File: src/rtl/pixel_row_sequencer.sv
module pixel_row_sequencer #(
  parameter int SLICES = 2,
  parameter int ROWS   = 64,
  parameter int FRAMES = 10,
  parameter int CW     = 8
) (
  input  logic                   clk,
  input  logic                   rst,
  input  logic                   start,
  input  logic [CW-1:0]          cfg_row_len,
  input  logic [CW-1:0]          cfg_clr_pos,
  input  logic [CW-1:0]          cfg_clr_len,
  output logic [SLICES*ROWS-1:0] gate,
  output logic [SLICES*ROWS-1:0] clr,
  output logic                   smp_sig,
  output logic                   smp_ped,
  output logic                   busy,
  output logic                   done
);

  localparam int NR = SLICES * ROWS;
  localparam int SW = (SLICES > 1) ? $clog2(SLICES) : 1;
  localparam int RW = (ROWS > 1) ? $clog2(ROWS) : 1;
  localparam int FW = (FRAMES > 1) ? $clog2(FRAMES) : 1;

  logic          run, done_q;
  logic [CW-1:0] ph, len_q, pos_q, wid_q;
  logic [SW-1:0] slc;
  logic [RW-1:0] loc;
  logic [FW-1:0] frm;

  logic [CW:0] cfg_end, ped_ph;
  logic        legal, row_end, last_loc, last_slc, last_frm, in_clr;

  assign cfg_end  = {1'b0, cfg_clr_pos} + {1'b0, cfg_clr_len};
  assign legal    = (cfg_clr_pos != '0) && (cfg_clr_len != '0) && (cfg_end < {1'b0, cfg_row_len});
  assign ped_ph   = {1'b0, pos_q} + {1'b0, wid_q};
  assign row_end  = ph == len_q - CW'(1);
  assign last_loc = loc == RW'(ROWS - 1);
  assign last_slc = slc == SW'(SLICES - 1);
  assign last_frm = frm == FW'(FRAMES - 1);
  assign in_clr   = run && (ph >= pos_q) && ({1'b0, ph} < ped_ph);

  always_ff @(posedge clk) begin
    if (rst) begin
      run    <= 1'b0;
      done_q <= 1'b0;
      ph     <= '0;
      slc    <= '0;
      loc    <= '0;
      frm    <= '0;
      len_q  <= '0;
      pos_q  <= '0;
      wid_q  <= '0;
    end else begin
      done_q <= run && row_end && last_loc && last_slc && last_frm;
      if (!run) begin
        if (start && legal) begin
          run   <= 1'b1;
          ph    <= '0;
          slc   <= '0;
          loc   <= '0;
          frm   <= '0;
          len_q <= cfg_row_len;
          pos_q <= cfg_clr_pos;
          wid_q <= cfg_clr_len;
        end
      end else if (!row_end) begin
        ph <= ph + CW'(1);
      end else begin
        ph <= '0;
        if (!last_loc) begin
          loc <= loc + RW'(1);
        end else begin
          loc <= '0;
          if (!last_slc) begin
            slc <= slc + SW'(1);
          end else begin
            slc <= '0;
            if (last_frm) run <= 1'b0;
            else          frm <= frm + FW'(1);
          end
        end
      end
    end
  end

  for (genvar s = 0; s < SLICES; s++) begin : g_slice
    for (genvar r = 0; r < ROWS; r++) begin : g_row
      assign gate[s*ROWS + r] = run && (slc == SW'(s)) && (loc == RW'(r));
      assign clr[s*ROWS + r]  = in_clr && (slc == SW'(s)) && (loc == RW'(r));
    end
  end

  assign smp_sig = run && (ph == pos_q - CW'(1));
  assign smp_ped = run && ({1'b0, ph} == ped_ph);
  assign busy    = run;
  assign done    = done_q;

  p_one_gate_r3: assert property (@(posedge clk) disable iff (rst)
    busy |-> $countones(gate) == 1);

  p_clr_in_row_r5: assert property (@(posedge clk) disable iff (rst)
    ($countones(clr) <= 1) && ((clr & ~gate) == '0));

  p_sig_single_r4: assert property (@(posedge clk) disable iff (rst)
    smp_sig |=> !smp_sig);

  p_sig_before_clr_r4: assert property (@(posedge clk) disable iff (rst)
    smp_sig |-> clr == '0);

  p_ped_after_clr_r6: assert property (@(posedge clk) disable iff (rst)
    smp_ped |-> (clr == '0) && ($past(clr) != '0));

  p_idle_quiet_r7: assert property (@(posedge clk) disable iff (rst)
    !busy |-> (gate == '0) && (clr == '0) && !smp_sig && !smp_ped);

  p_done_pulse_r7: assert property (@(posedge clk) disable iff (rst)
    done |-> !busy && $past(busy));

  p_busy_start_ignored_r8: assert property (@(posedge clk) disable iff (rst)
    (busy && start && !row_end) |=> busy && $stable(gate));

  p_illegal_start_r9: assert property (@(posedge clk) disable iff (rst)
    (!busy && start && (cfg_clr_pos == '0)) |=> !busy);

endmodule

File: config.mk
export PLATFORM = sky130hd
export DESIGN_NAME = pixel_row_sequencer
export DESIGN_NICKNAME = d
export VERILOG_FILES = /design/src/rtl/pixel_row_sequencer.sv
export SDC_FILE = /design/constraint.sdc
export NUM_CORES = 1
export LEC_CHECK = 0
export BUFFER_PORTS_ARGS = -buffer_cell sky130_fd_sc_hd__buf_2
export CORE_ASPECT_RATIO = 1.25
export CORE_MARGIN = 2
export CORE_UTILIZATION = 34
export CTS_BUF_LIST = sky130_fd_sc_hd__clkbuf_4
export CTS_CLUSTER_SIZE = 14
export DETAILED_ROUTE_END_ITERATION = 8
export PLACE_DENSITY = 0.74
export RECOVER_POWER = 50
export REMOVE_ABC_BUFFERS = 1
export SYNTH_ARGS = -nofsm -noshare
export SYNTH_HDL_FRONTEND = slang
export SYNTH_SLANG_ARGS = --single-unit
File: constraint.sdc
create_clock -name clk -period 4.87 [get_ports clk]
set_input_delay 0.974 -clock clk [delete_from_list [all_inputs] [get_ports clk]]
set_output_delay 0.974 -clock clk [all_outputs]
set_load 0.005 [all_outputs]
==> metrics.csv <==
metric;value;unit
period_minus_slack;4.829;ns
arrival;3.85;ns
grt_max_degree;118;
hold_class;flip-flop to flip-flop;
slew_violations;1;
violations;max-capacitance violations, max-slew violations;
finClkSkew;0.01735;ns
status;complete, but fails checks;
endpoint_kind;output pin;
wl_per_cell;18.13;um
whs;0.5423;ns
io_buffers;286;
maxCapViolations;1;
core;15440;um^2
grt_usage;0.2257;
vias_per_cell;5.716;
drc;0;
antenna_found_initial;0;
min-delay-start;len_q[7]$_SDFFE_PP0P_;
vias;7111;
first_pass_iters;5;
fmax;207.1;MHz
fp.dieH;143.9;um
timing.final.ws_setup;0.04110;ns
fin_area;7661;um^2
yosys.area.top_type;dfxtp_1;
synth-main-ff-cell;dfxtp_1;
worstPathRequired;3.90;ns
h-tree-depth;2;
peakVddDrop;243.8;uV
drive_gt1_frac;0.3401;
dieArea;16690;um^2
slew_headroom;-0.0008169;
clk_pin_slew;0.13;ns
crit_path_start_kind;flip-flop;
cts_sinks;45;
cts_root_buffer;clkbuf_4;
cp_max_fo;9;
yosys_warnings;0;
fin_nets;1108;
antenna_cells;0;
ctsLongestPathBuffers;2;
fill_cells;1522;
overflow;0;
synth_cell_types;52;
drt-initial-drc-count;719;
p_total;1.806;mW
hpwl;15.10;mm
syn_area_per_cell;6.690;um^2
syn2layout_area_growth;43.87;%
synth_top_area_frac;0.1692;
worstMarginPinSlew;1.498;ns
ant_nets;0;
ys_ff_latch;45;
multiInputGateArea;4516;um^2
grt_pass1_vias;5467;
grt_pass1_wl;29.81;mm
start_util;0.3448;
wl;22.55;mm
synth_edf_count;0;
leakage;3.244;nW
fin_crit_sh;0.9916;
tritoncts.num_buffers;5;
startpoint;pos_q[0]$_SDFFE_PP0P_;
seq_area;903.4;um^2
cpPeakStageDelay;0.52;ns
boundaryPins;287;
finalSetupViolCount;0;
p_per_area;235.8;nW/um^2
die_w;115.9;um
reg2reg_from;loc[0]$_SDFFE_PP0P_;
syn_area;5325;um^2
synthArstFlopShare;0;
clkLatencyLatePin;0.38;ns
worst_path_max_delay_cell;or4_4;
synth_area_leaders;dfxtp_1 (17%), nor4_1 (16%), nor2_1 (12%), ha_1 (11%), clkbuf_1 (4.7%);
ys_seq_area_frac;0.1692;
place_congestion;0.8818;
critical_path.cell_chain;ha_4 > fa_2 > a21o_1 > a21oi_2 > o211ai_1 > xnor2_1 > ha_2 > or4_4 > o211ai_1 > a21o_1 > a221oi_4 > clkbuf_16 > buf_16 > nor4_1 > buf_2;
dp_slack;0.1378;ns
cts_tree;built;
std_cell_rows;51;
critPathKind;flip-flop to output pin;
place_area;6857;um^2
hold_violations;0;
syn-instance-count;796;
[layout by cell type (no fill, tap or decap), types with 13 or more instances in the layout]
master    instances
buf_2           234
nor2_1          171
nor4_1           76
clkbuf_1         48
ha_1             46
dfxtp_1          43
nand2_1          40
nor4_2           38
inv_1            36
nand3_1          30
mux2i_1          24
xnor2_1          20
nor4_4           20
o21ai_0          16
buf_4            14
a21oi_1          13
nor2b_1          13
[state kept, by name, indices dropped and copies added (netlist names)]
name / flops
len_q: 8
wid_q: 8
frm: 4
busy: 1
pos_q: 8
done: 1
ph: 8
last_slc: 1
loc: 6
[layer usage]
layer	global-route usage	wire, um	vias up
met2	0.3977	11080	357
met4	0.07769	568	0
met3	0.02952	1651	49
met1	0.2804	9250	3362
li1	-	-	3343
met5	0	0	-
[through the flow]
step                      setup TNS [ns]  utilization  std cells
final                                  0       0.4961       1244
after global routing              -2.451       0.4961       1244
after detailed placement               0       0.4440       1223
after global placement                 0       0.4440       1223
after CTS                      -0.004879       0.4510       1232
after floorplan                  -914.09            -        707
[synthesized netlist by cell type, drive strengths merged, types with 4 or more instances]
master	count
nor3	13
nand3	30
nor2b	13
clkbuf	67
xor2	10
a21oi	14
nand4	6
buf	22
nor4	134
o21ai	17
and3	6
mux2i	24
or4	7
nand2	40
o21a	7
a31oi	6
inv	36
or2	4
a21o	7
xnor2	20
nor2	171
ha	48
dfxtp	45
o211ai	10
[path summary, 6_finish.rpt]
kind | endpoint | slack [ns] | cells after the start
worst max-delay path | clr[43] | 0.04 | 15
worst min-delay path | len_q[7]$_SDFFE_PP0P_ | 0.54 | 2
worst max register to register | frm[1]$_SDFFE_PP0P_ | 1.97 | 8
worst min register to register | len_q[7]$_SDFFE_PP0P_ | 0.54 | 2
[layout make-up]
type	instances	share of cell area
Clock inverter	2	0.005063
Tap cell	212	0.03462
Timing Repair Buffer	317	0.2295
Clock buffer	6	0.005879
Sequential cell	45	0.1179
Inverter	36	0.01764
Multi-Input combinational cell	626	0.5894
[report_power, final]
part / internal [mW] / switching [mW]
registers: 0.389 / 0.0249
clock network: 0.115 / 0.127
logic: 0.412 / 0.738
[kinds of logic (layout without fill, tap and decap cells)]
| logic type | count (synthesis) | after routing | share of synthesized area |
|---|---|---|---|
| xor gates and xnor gates | 30 | 30 | 0.04934 |
| adders and majority gates | 50 | 50 | 0.1203 |
| DFF | 45 | 45 | 0.1692 |
| and+or+nand+nor | 435 | 435 | 0.4081 |
| buffers and inverters | 125 | 361 | 0.09351 |
| AOI/OAI and AO/OA | 87 | 87 | 0.1144 |
| muxes | 24 | 24 | 0.04511 |
[repair_timing]
| action | in CTS | in global routing |
|---|---|---|
| hold buffers | 0 | 0 |
| resized for setup | 3 | 90 |
| buffers inserted | 1 | 4 |
| cloned | 0 | 8 |
| endpoints found under the setup margin | 115 | 128 |
| pin swaps | 1 | 13 |
[worst max-delay path, delay by kind of cell (launching register included)]
kind            cells  cell delay, ns
flops               1            0.37
xor+xnor            1            0.15
compound gates      6            0.85
fa+ha+maj           3            0.71
simple gates        2            0.86
buf+inv             3            0.54
Note: power is estimated with default switching activity, not from simulation.
